<file path="src/rtl/fbc_pkg.sv">
`timescale 1ns/1ps
package fbc_pkg;
  // Error rule: a mismatch between requested and observed direction.
  function automatic logic pair_error(input logic src, input logic fb);
    return src ^ fb;
  endfunction

  // Level forced after a mismatch: the direction the source asked for.
  function automatic logic forced_level(input logic src);
    return src;
  endfunction

  // Output selection for one strobe.
  function automatic logic pick_out(input logic src, input logic ovr, input logic lvl);
    return ovr ? lvl : src;
  endfunction
endpackage

</file>
<file path="src/rtl/fbc_decide.sv">
`timescale 1ns/1ps
module fbc_decide (
  input  logic clk,
  input  logic rst,
  input  logic bit_en,
  input  logic src_bit,
  input  logic fb_bit,
  input  logic corr_en,
  output logic out_bit,
  output logic pend,
  output logic pend_lvl
);
  logic now_err;
  logic apply_ovr;

  assign now_err   = fbc_pkg::pair_error(src_bit, fb_bit);
  assign apply_ovr = pend & corr_en;

  always_ff @(posedge clk) begin
    if (rst) begin
      out_bit  <= 1'b0;
      pend     <= 1'b0;
      pend_lvl <= 1'b0;
    end else if (bit_en) begin
      out_bit  <= fbc_pkg::pick_out(src_bit, apply_ovr, pend_lvl);
      pend     <= now_err;
      pend_lvl <= fbc_pkg::forced_level(src_bit);
    end
  end
endmodule

</file>
<file path="src/rtl/fbc_capture.sv">
`timescale 1ns/1ps
module fbc_capture #(
  parameter int WORD_W = 32
) (
  input  logic              clk,
  input  logic              rst,
  input  logic              bit_en,
  input  logic              src_bit,
  input  logic              fb_bit,
  output logic [WORD_W-1:0] src_word,
  output logic [WORD_W-1:0] fb_word,
  output logic              word_valid,
  output logic              word_done
);
  localparam int IDX_W = $clog2(WORD_W);
  localparam logic [IDX_W-1:0] LAST = IDX_W'(WORD_W - 1);

  logic [WORD_W-1:0] sh_src, sh_fb;
  logic [WORD_W-1:0] nxt_src, nxt_fb;
  logic [IDX_W-1:0]  idx;

  assign nxt_src   = {sh_src[WORD_W-2:0], src_bit};
  assign nxt_fb    = {sh_fb[WORD_W-2:0], fb_bit};
  assign word_done = bit_en && (idx == LAST);

  always_ff @(posedge clk) begin
    if (rst) begin
      sh_src     <= '0;
      sh_fb      <= '0;
      idx        <= '0;
      src_word   <= '0;
      fb_word    <= '0;
      word_valid <= 1'b0;
    end else begin
      word_valid <= 1'b0;
      if (bit_en) begin
        sh_src <= nxt_src;
        sh_fb  <= nxt_fb;
        if (idx == LAST) begin
          idx        <= '0;
          src_word   <= nxt_src;
          fb_word    <= nxt_fb;
          word_valid <= 1'b1;
        end else begin
          idx <= idx + 1'b1;
        end
      end
    end
  end
endmodule

</file>
<file path="src/rtl/fbc_tally.sv">
`timescale 1ns/1ps
module fbc_tally #(
  parameter int CNT_W = 16
) (
  input  logic             clk,
  input  logic             rst,
  input  logic             bump,
  input  logic             clr,
  output logic [CNT_W-1:0] cnt
);
  localparam logic [CNT_W-1:0] CNT_MAX = '1;

  always_ff @(posedge clk) begin
    if (rst || clr)
      cnt <= '0;
    else if (bump && (cnt != CNT_MAX))
      cnt <= cnt + 1'b1;
  end
endmodule

</file>
<file path="src/rtl/onebit_fb_corrector.sv">
`timescale 1ns/1ps
module onebit_fb_corrector #(
  parameter int WORD_W = 32,
  parameter int CNT_W  = 16
) (
  input  logic              clk,
  input  logic              rst,
  input  logic              bit_en,
  input  logic              src_bit,
  input  logic              fb_bit,
  input  logic              corr_en,
  input  logic              cnt_clr,
  output logic              out_bit,
  output logic              err_bit,
  output logic              word_valid,
  output logic [WORD_W-1:0] src_word,
  output logic [WORD_W-1:0] fb_word,
  output logic [CNT_W-1:0]  mismatch_cnt
);
  // Named internal events, observed by the bound checker.
  logic ovr_pend;
  logic force_val;
  logic word_done;
  logic mis_strobe;

  assign mis_strobe = bit_en & fbc_pkg::pair_error(src_bit, fb_bit);
  assign err_bit    = ovr_pend;

  fbc_decide decide_i (
    .clk(clk), .rst(rst), .bit_en(bit_en), .src_bit(src_bit), .fb_bit(fb_bit),
    .corr_en(corr_en), .out_bit(out_bit), .pend(ovr_pend), .pend_lvl(force_val)
  );

  fbc_capture #(.WORD_W(WORD_W)) capture_i (
    .clk(clk), .rst(rst), .bit_en(bit_en), .src_bit(src_bit), .fb_bit(fb_bit),
    .src_word(src_word), .fb_word(fb_word), .word_valid(word_valid),
    .word_done(word_done)
  );

  fbc_tally #(.CNT_W(CNT_W)) tally_i (
    .clk(clk), .rst(rst), .bump(mis_strobe), .clr(cnt_clr), .cnt(mismatch_cnt)
  );
endmodule

</file>
<file path="config.mk">
export PLATFORM = sky130hd
export DESIGN_NAME = onebit_fb_corrector
export DESIGN_NICKNAME = d
export VERILOG_FILES = /design/src/rtl/fbc_pkg.sv /design/src/rtl/fbc_decide.sv /design/src/rtl/fbc_capture.sv /design/src/rtl/fbc_tally.sv /design/src/rtl/onebit_fb_corrector.sv
export SDC_FILE = /design/constraint.sdc
export NUM_CORES = 1
export LEC_CHECK = 0
export BUFFER_PORTS_ARGS = -buffer_cell sky130_fd_sc_hd__buf_2
export CAP_MARGIN = 20
export CORE_MARGIN = 1
export CORE_UTILIZATION = 30
export CTS_BUF_LIST = sky130_fd_sc_hd__clkbuf_4 sky130_fd_sc_hd__clkbuf_8 sky130_fd_sc_hd__clkbuf_16
export DETAILED_ROUTE_END_ITERATION = 16
export PLACE_DENSITY = 0.55
export REMOVE_ABC_BUFFERS = 1
export SYNTH_ARGS = -nofsm -noshare
export SYNTH_HDL_FRONTEND = slang
export SYNTH_SLANG_ARGS = --single-unit
</file>
<file path="constraint.sdc">
create_clock -name clk -period 3.5 [get_ports clk]
set_input_delay 0.35 -clock clk [delete_from_list [all_inputs] [get_ports clk]]
set_output_delay 0.35 -clock clk [all_outputs]
set_load 0.005 [all_outputs]
</file>
==> run_results.csv, run 1 <==
group,metric,value,unit
setup_path,crit_type,"reg -> reg",
synth,yosysSeqAreaShare,0.541,
final_layout,drive_gt1_frac,0.186,
synth,synth_cell_types,34,
job,max_cap_violations,0,
clock_tree,cts_sinks,150,
final_layout,areaGrowthSynthToFinish,22.9,%
synth,ys_ff_latch,150,
route,first_iter_violations,165,
grt,antenna_found_initial,0,
min_path,hold_end,"capture_i.fb_word[0]$_SDFFE_PP0P_",
synth,yosys_warnings,0,
placement,dp_hpwl,7840,µm
min_path,hold_class,"in -> reg",
clock_tree,postCtsSetupBuffers,0,
route,via_count,4422,
floorplanning,die_area,19000,µm²
grt,grt_overflow,0,
clock_tree,cts_tree,"yes",
clock_tree,clk_latency,420,ps
floorplanning,core,18000,µm²
timing,hold_viol_final,0,
min_path,hold_path_depth,3,
timing,fin_skew,6.84,ps
setup_path,r2r_slack,1390,ps
timing,relSlewSlack,0.431,
clock_tree,path_clk_slew,60,ps
clock_tree,cts_made_buffers,17,
power,p_leak,2.81,nW
route,post_drt_wl_per_cell,13.3,µm
setup_path,ff2ff_path_depth,7,
power,pwr_density_cell,556,nW/µm²
route,drtAntennaViolNets,0,
grt,grt_pass1_vias,3970,
route,via_per_inst,4.74,
floorplanning,fp-row-count,49,
clock_tree,holdBufCountCts,0,
power,finalPower,0.00379,W
floorplanning,dieWidth,138,µm
timing,fin_crit,2110,ps
grt,track_usage,0.137,
placement,io_buffer_count,89,
final_layout,fillers,1894,
timing,clock.fmax,0.474,GHz
timing,finalSetupViolations,0,
grt,grt_pass1_wl,20000,µm
route,drcViolationCount,0,
synth,postSynthCellCount,619,
synth,synth_area,5550,µm²
timing,fin_tns_setup,0,ps
floorplanning,initial_core_util,0.308,
route,wl,12400,µm
floorplanning,pin_count,90,
clock_tree,clk_path_buf_depth,2,
setup_path,crit_fanout,25,
setup_path,cp.required,3840,ps
floorplanning,die_height,138,µm
clock_tree,cts_root_buf,"clkbuf_16",
placement,place_congestion,0.853,
setup_path,start_kind,"flop",
setup_path,worstReg2RegStart,"capture_i.idx[0]$_SDFFE_PP0P_",
power,ir_worst_vdd,0.377,mV
final_layout,num_antenna_cells,0,
synth,avgSynthCellArea,8.96,µm²
min_path,hold_start,"fb_bit",
timing,rsz0062_at_grt,"no",
route,first_pass_iters,5,
setup_path,worst_setup_path_end_kind,"flop",
timing,tightest_slew,854,ps
final_layout,layout.area.seq,3000,µm²
clock_tree,cts_resized,0,
setup_path,arrival,2460,ps
final_layout,multiInputGateArea,2370,µm²
setup_path,reg2reg_to,"capture_i.fb_word[10]$_SDFFE_PP0P_",
timing,post-route-period-util,0.603,
clock_tree,h-tree-depth,4,
grt,grt_start_max_net_pins,84,
final_layout,nets,703,
status,status,"completed",
timing,slew_violations,0,
## cells in the mapped netlist
library cell  count  area share
nor4_1            1      0.0011
o211ai_1          1      0.0014
nand4_4           1      0.0038
and3_1            5      0.0056
nand4_1           5      0.0056
a311oi_1          1      0.0016
ha_1              4      0.0090
o21bai_1          1      0.0014
nand3b_1          1      0.0014
nor4b_1           1      0.0016
buf_2             7      0.0063
mux2i_1          63        0.11
nor2_1           71       0.048
xor2_2            1      0.0029
o21ai_0           5      0.0045
inv_1             4      0.0027
nand2_1         141       0.095
or4_1             9       0.012
a22oi_1           1      0.0014
clkbuf_1         26       0.018
and4_1            3      0.0047
dfxtp_1         150        0.54
or2_2             1      0.0011
o311ai_0          3      0.0047
and2_1            1      0.0011
or3_1             3      0.0034
nand3_1           6      0.0054
nor3_1            3      0.0027
a31oi_1           1      0.0011
o31ai_1           8       0.011
o41ai_1           4      0.0063
nor4_4            1      0.0038
buf_1             7      0.0047
a21oi_1          79       0.071
## state kept, by name, summed over array words and instances (netlist names)
signal                cells
capture_i.sh_src         31
capture_i.word_valid      1
capture_i.fb_word        32
tally_i.cnt              16
capture_i.src_word       32
capture_i.sh_fb          31
decide_i.pend             1
capture_i.idx             5
decide_i.out_bit          1
## power by group
group          internal (W)  leakage [nW]   total, W  switching [W]
combinational     0.0000289          1.29  0.0000951      0.0000662
sequential          0.00171          1.21    0.00172     0.00000540
clock               0.00125         0.309    0.00197       0.000724
## worst max-delay path by stage
stage	startpoint	to	cells after the start
global route	capture_i.idx[0]$_SDFFE_PP0P_	capture_i.fb_word[10]$_SDFFE_PP0P_	7
floorplan	capture_i.idx[0]$_SDFFE_PP0P_	capture_i.fb_word[0]$_SDFFE_PP0P_	6
detailed placement	bit_en	tally_i.cnt[9]$_SDFFE_PP0P_	4
global placement	bit_en	tally_i.cnt[3]$_SDFFE_PP0P_	4
finish	capture_i.idx[0]$_SDFFE_PP0P_	capture_i.fb_word[10]$_SDFFE_PP0P_	7
CTS	capture_i.idx[0]$_SDFFE_PP0P_	capture_i.fb_word[19]$_SDFFE_PP0P_	7
## placed cells by master (no fill, tap or decap), types with 4 or more instances in the layout
cell | Yosys | layout
a21oi_1 | 79 | 79
and3_1 | 5 | 5
buf_2 | 7 | 87
buf_4 | 0 | 6
bufinv_16 | 0 | 4
clkbuf_16 | 0 | 17
dfxtp_1 | 150 | 150
ha_1 | 4 | 4
inv_1 | 4 | 4
mux2i_1 | 63 | 63
nand2_1 | 141 | 140
nand3_1 | 6 | 6
nand4_1 | 5 | 5
nor2_1 | 71 | 71
o21ai_0 | 5 | 5
o31ai_1 | 8 | 8
o41ai_1 | 4 | 4
or4_1 | 9 | 9
## critical path, cell delays in order (launching register included)
cell     delay, ps
dfxtp_1        360
ha_1           200
and3_1         190
ha_1           250
and2_2         440
buf_4          360
nand2_1        100
a21oi_1        120
## metrics by stage
step / instances / cell area, µm² / setup WS, ps / util / hold WS, ps
floorplan: 579 / 5390 / 1150 / - / 419
global placement: 902 / 6180 / 1390 / 0.343 / 442
detailed placement: 902 / 6180 / 1350 / 0.343 / 443
CTS: 933 / 6820 / 1340 / 0.378 / 195
global route: 933 / 6820 / 1140 / 0.378 / 190
finish: 933 / 6820 / 1390 / 0.378 / 212
## cells by family after synthesis
| kind of cell | after synthesis | share of synthesized area |
|---|---|---|
| buffers and inverters | 44 | 0.0314 |
| flip-flops | 150 | 0.541 |
| adder cells (fa/ha/maj) | 4 | 0.00902 |
| AND/OR/NAND/NOR | 253 | 0.197 |
| XOR/XNOR | 1 | 0.00293 |
| AO/OA/AOI/OAI | 104 | 0.104 |
| multiplexers | 63 | 0.114 |
## layer usage
| layer | track usage | share of wire |
|---|---|---|
| met5 | 0 | 0 |
| met4 | 0.0501 | 0.011 |
| met3 | 0.0490 | 0.052 |
| met2 | 0.203 | 0.44 |
| met1 | 0.182 | 0.50 |
## area by class of cell
cell class              count  area share
flip-flops and latches    150       0.441
clock inverters            11      0.0251
clock buffers              20      0.0685
multi-input cells         425       0.348
inverters                   4     0.00220
repair buffers             94      0.0734
well taps                 229      0.0420
Power figures use the tool's default switching activity.
==> run 2, diff against run 1 <==
- PLACE_DENSITY: 0.55 -> 0.56
- clock period: 3.5 -> 1.9 ns (I/O delays scaled with it)
==> run 2 against run 1 <==
Effect of this change: register-to-register slack lost 1200 ps; worst setup slack got worse by 1200 ps; clock skew grew 4.7 ps; worst hold slack got worse by 140 ps; power grew 70%; wire length rose by 3.2%; sequential cell count did not move; cell count is 0.96% higher; critical path type unchanged; critical endpoint is now capture_i.src_word[22]$_SDFFE_PP0P_; largest cell class unchanged; highest routed layer unchanged.
==> run_results.csv, run 2 (synthesis gave the netlist of run 1 again) <==
group,metric,value,unit
clock_tree,clk_latency,410,ps
grt,grt_pass1_wl,19900,µm
timing,tightest_slew,568,ps
clock_tree,cts_tree,"yes",
grt,antenna_found_initial,0,
setup_path,worst_setup_path_end_kind,"flop",
final_layout,largest_registers,"capture_i.fb_word: 32 flops, capture_i.src_word: 32 flops",
power,pwr_density_cell,940,nW/µm²
final_layout,areaGrowthSynthToFinish,23.4,%
setup_path,cp.required,2240,ps
route,routed.top_layer,"met4",
clock_tree,clk_path_buf_depth,2,
power,pwr-share-clk,0.478,
power,p_leak,2.81,nW
placement,place_congestion,0.829,
final_layout,nets,713,
power,p_seq_frac,0.492,
power,p_int,0.00500,W
clock_tree,cts_made_buffers,17,
timing,post-route-period-util,0.919,
power,p_comb_frac,0.030,
timing,slew_violations,0,
timing,finalSetupViolations,0,
clock_tree,cts_sinks,150,
setup_path,arrival,2090,ps
route,via_count,4395,
timing,clock.fmax,0.573,GHz
route,drt-met1-wl,6600,µm
route,wl_met2,5450,µm
setup_path,crit_fanout,32,
min_path,hold_path_depth,3,
clock_tree,postCtsSetupBuffers,0,
setup_path,crit_type,"reg -> reg",
route,wl_met3,610,µm
placement,dp_hpwl,7670,µm
route,first_iter_violations,212,
grt,grt_start_max_net_pins,110,
floorplanning,die_height,138,µm
final_layout,num_antenna_cells,0,
clock_tree,h-tree-depth,4,
floorplanning,fp-row-count,49,
floorplanning,core,18000,µm²
power,p_switching,0.00144,W
power,ir_worst_vdd,0.540,mV
route,post_drt_wl_per_cell,13.6,µm
setup_path,crit_buf_inv,1,
final_layout,layout.cells.most_common,"dfxtp_1",
placement,placed_area,6280,µm²
setup_path,start_kind,"flop",
clock_tree,holdBufCountCts,0,
timing,whs,67.8,ps
setup_path,ff2ff_path_depth,7,
final_layout,fillers,1898,
clock_tree,cts_root_buf,"clkbuf_16",
floorplanning,initial_core_util,0.308,
clock_tree,path_clk_slew,60,ps
job,max_cap_violations,0,
final_layout,drive_gt1_frac,0.198,
floorplanning,dieWidth,138,µm
setup_path,slowest_stage,"dfxtp_1",
setup_path,slowest_delay,360,ps
route,wl,12800,µm
setup_path,crit_family,"simple AND/OR/NAND/NOR gates",
timing,fin_skew,11.5,ps
placement,io_buffer_count,89,
setup_path,cp.depth,7,
floorplanning,die_area,19000,µm²
timing,relSlewSlack,0.621,
grt,grt_overflow,0,
route,via_per_inst,4.67,
min_path,hold_class,"in -> reg",
route,drcViolationCount,0,
grt,track_usage,0.133,
power,power.switching_fraction,0.224,
floorplanning,pin_count,90,
route,drtAntennaViolNets,0,
timing,fin_crit,1750,ps
timing,fin_tns_setup,0,ps
timing,rsz0062_at_grt,"no",
final_layout,stdcell_area,6850,µm²
route,first_pass_iters,4,
setup_path,path_cells,"ha_1 > and3_1 > ha_2 > and2_2 > clkbuf_16 > nand2_1 > a21oi_1",
timing,hold_viol_final,0,
final_layout,layout_common_cells,"dfxtp_1, nand2_1, buf_2",
grt,grt_pass1_vias,4002,
status,status,"completed",
-- run 2: cell types whose count changed in the layout (fill, tap and decap cells not counted), sizes merged --
cell / delta
buf: +9
bufinv: -3
clkinv: +3
clkinvlp: +3
clkbuf: -2
inv: -1
-- run 2: worst register-to-register path: cells and delay by family (launching register included) --
kind / cells / cell delay [ps]
buffers and inverters: 1 / 250
AOI/OAI and AO/OA: 1 / 120
and+or+nand+nor: 3 / 510
adders and majority gates: 2 / 430
DFF: 1 / 360
-- run 2: final cells by class --
| type | instances | area [µm²] | area share |
|---|---|---|---|
| Sequential cell | 150 | 3000 | 0.439 |
| Clock buffer | 17 | 425 | 0.0621 |
| Inverter | 4 | 15.0 | 0.00219 |
| Timing Repair Buffer | 104 | 631 | 0.0921 |
| Multi-Input combinational cell | 425 | 2380 | 0.347 |
| Tap cell | 229 | 287 | 0.0418 |
| Clock inverter | 13 | 110 | 0.0161 |
-- run 2: power groups by stage --
stage	Combinational, W	Sequential, W	Clock, W
after detailed placement	0.000192	0.00324	0
after global routing	0.000208	0.00317	0.00330
final	0.000191	0.00317	0.00308
after global placement	0.000194	0.00324	0
after floorplan	0.0000625	0.00324	0
after CTS	0.000193	0.00317	0.00318
-- run 2: per-layer routing --
metal / GRT usage / vias up
li1: - / 2279
met3: 0.0402 / 11
met2: 0.194 / 91
met4: 0.0495 / 0
met1: 0.184 / 2014
met5: 0 / -
-- run 2: worst paths after layout --
| kind | startpoint | endpoint | slack, ps |
|---|---|---|---|
| max reg2reg | capture_i.idx[0]$_SDFFE_PP0P_ | capture_i.src_word[22]$_SDFFE_PP0P_ | 150 |
| min reg2reg | capture_i.src_word[18]$_SDFFE_PP0P_ | capture_i.src_word[18]$_SDFFE_PP0P_ | 450 |
| max | capture_i.idx[0]$_SDFFE_PP0P_ | capture_i.src_word[22]$_SDFFE_PP0P_ | 150 |
| min | cnt_clr | tally_i.cnt[13]$_SDFFE_PP0P_ | 70 |
-- run 2: metrics by stage --
step	worst slack [ps]	instances	power, W	util
6_report	154	942	0.00644	0.380
5_1_grt	24.2	942	0.00667	0.380
4_1_cts	96.7	941	0.00654	0.378
2_1_floorplan	-449	579	0.00330	-
3_5_place_dp	118	911	0.00343	0.349
3_3_place_gp	163	911	0.00343	0.349
-- run 2: repair_timing --
| item | in CTS | in global routing |
|---|---|---|
| endpoints found under the hold margin | 0 | 0 |
| endpoints found under the setup margin | 0 | 48 |
| gates resized for setup | 0 | 1 |
==> run 3, diff against run 2 <==
- BUFFER_PORTS_ARGS: -buffer_cell sky130_fd_sc_hd__buf_2 -> not set
- DONT_BUFFER_PORTS: not set -> 1
- PLACE_DENSITY: 0.56 -> 0.52
- RECOVER_POWER: not set -> 100
- SLEW_MARGIN: not set -> 20
==> run 3 against run 2 <==
Effect of this change: critical path depth fell by 1; wire length rose by 8.9%; global-route usage rose by 1.5 points; first-iteration DRC count fell by 18%; maximum frequency fell by 6.0%; sequential power barely moved; cell count fell by 4.2%; utilization rose by 0.78 points.
==> run_results.csv, run 3 (synthesis gave the netlist of run 1 again) <==
group,metric,value,unit
status,status,"completed",
grt,track_usage,0.148,
final_layout,nets,672,
setup_path,worstReg2RegStart,"tally_i.cnt[0]$_SDFFE_PP0P_",
placement,dp_hpwl,7740,µm
setup_path,crit_family,"simple AND/OR/NAND/NOR gates",
setup_path,crit_type,"reg -> reg",
timing,clock.fmax,0.539,GHz
power,pwr_density_cell,999,nW/µm²
final_layout,stdcell_count,902,
setup_path,path_cells,"ha_1 > nand4_1 > nor4_4 > buf_4 > or4_1 > a21oi_2",
setup_path,critPathCapture,"tally_i.cnt[15]$_SDFFE_PP0P_",
route,first_iter_violations,174,
grt,grt_overflow,0,
floorplanning,core,18000,µm²
setup_path,crit_fanout,18,
timing,tightest_slew,494,ps
final_layout,layout_common_cells,"dfxtp_1, nand2_1, a21oi_1",
placement,io_buffer_count,0,
grt,grt_start_max_net_pins,90,
final_layout,largest_registers,"capture_i.fb_word: 32 flops, capture_i.src_word: 32 flops",
setup_path,arrival,2210,ps
power,ir_worst_vdd,0.584,mV
floorplanning,die_height,138,µm
floorplanning,pin_count,90,
min_path,hold_class,"in -> reg",
setup_path,slowest_stage,"or4_1",
grt,antenna_found_initial,0,
final_layout,utilization,0.388,
clock_tree,cts_root_buf,"clkbuf_16",
route,first_pass_iters,4,
final_layout,drive_gt1_frac,0.0758,
job,max_cap_violations,0,
setup_path,r2r_slack,40,ps
route,drcViolationCount,0,
power,p_leak,2.71,nW
final_layout,areaGrowthSynthToFinish,26.0,%
timing,hold_viol_final,0,
setup_path,reg2reg_to,"tally_i.cnt[15]$_SDFFE_PP0P_",
timing,post-route-period-util,0.977,
timing,finalSetupViolations,0,
timing,whs,23.3,ps
route,post_drt_wl_per_cell,15.4,µm
timing,relSlewSlack,0.670,
route,via_per_inst,4.97,
setup_path,slowest_delay,530,ps
floorplanning,die_area,19000,µm²
final_layout,layout.area.seq,3000,µm²
min_path,hold_start,"cnt_clr",
timing,fin_skew,7.61,ps
setup_path,cp.required,2250,ps
setup_path,ff2ff_path_depth,6,
final_layout,fillers,1854,
power,finalPower,0.00698,W
clock_tree,cts_sinks,150,
route,wl,13900,µm
final_layout,layout.cells.most_common,"dfxtp_1",
clock_tree,h-tree-depth,4,
timing,fin_crit,1860,ps
clock_tree,path_clk_slew,60,ps
setup_path,cp.depth,6,
route,via_count,4483,
clock_tree,cts_tree,"yes",
placement,place_congestion,0.839,
route,drtAntennaViolNets,0,
grt,grt_pass1_wl,21700,µm
setup_path,worstSetupStartpoint,"tally_i.cnt[0]$_SDFFE_PP0P_",
floorplanning,fp-row-count,49,
floorplanning,initial_core_util,0.308,
placement,place_inst,817,
clock_tree,clk_path_buf_depth,2,
setup_path,worst_setup_path_end_kind,"flop",
grt,grt_pass1_vias,4294,
setup_path,crit_buf_inv,1,
timing,fin_tns_setup,0,ps
clock_tree,cts_made_buffers,17,
timing,rsz0062_at_grt,"no",
timing,slew_violations,0,
final_layout,num_antenna_cells,0,
clock_tree,clk_latency,420,ps
final_layout,multiInputGateArea,2380,µm²
floorplanning,dieWidth,138,µm
setup_path,start_kind,"flop",
[run 3: cell types whose count changed in the layout (fill, tap and decap cells not counted), moves of 2 or more]
| cell | change |
|---|---|
| buf_4 | -7 |
| dlygate4sd3_1 | +50 |
| clkinvlp_4 | -4 |
| buf_2 | -87 |
| clkbuf_1 | +2 |
| bufinv_16 | +4 |
[run 3: report_power, final]
group          total (W)  switching (W)  internal, W
Clock            0.00367        0.00134      0.00234
Combinational   0.000139      0.0000768    0.0000624
Sequential       0.00317      0.0000136      0.00316
[run 3: repair_timing]
item                                    CTS  global route
hold buffers                             52             0
hold endpoints to repair                137             0
endpoints found under the setup margin    0            53
resized for setup                         0             9
setup buffers                             0             1
[run 3: worst min-delay path by stage]
| stage | to | slack [ps] | cells after the start |
|---|---|---|---|
| detailed placement | capture_i.src_word[31]$_SDFFE_PP0P_ | 280 | 1 |
| floorplan | capture_i.fb_word[0]$_SDFFE_PP0P_ | 260 | 1 |
| global placement | capture_i.src_word[30]$_SDFFE_PP0P_ | 270 | 1 |
| CTS | capture_i.idx[2]$_SDFFE_PP0P_ | 6 | 3 |
| finish | tally_i.cnt[11]$_SDFFE_PP0P_ | 20 | 3 |
| global route | tally_i.cnt[11]$_SDFFE_PP0P_ | 20 | 3 |
[run 3: tightest hold or removal path, delay by kind of cell]
family           cells  cell delay, ps
AND/OR/NAND/NOR      2             150
AO/OA/AOI/OAI        1              50
[run 3: cell type report]
| class | count | share of cell area |
|---|---|---|
| clock buffer | 18 | 0.0620 |
| clock inverter | 13 | 0.0292 |
| inverter | 4 | 0.00215 |
| multi-input combinational | 425 | 0.341 |
| sequential | 150 | 0.430 |
| tap | 229 | 0.0410 |
| timing repair buffer | 63 | 0.0951 |
[run 3: per-layer routing]
layer  vias up  routed length, µm  track usage
li1       2190                  -            -
met1      2165               5980        0.175
met2       104               6650        0.242
met3        24               1080       0.0607
met4         0                204       0.0519
met5         -                  0            0
[run 3: through the flow]
| stage | setup slack, ps | instance area (µm²) |
|---|---|---|
| 4_1_cts | 1.54 | 6960 |
| 5_1_grt | 5.06 | 6990 |
| 2_1_floorplan | -449 | 5390 |
| 3_5_place_dp | 28.0 | 5770 |
| 6_report | 43.7 | 6990 |
| 3_3_place_gp | 53.7 | 5770 |
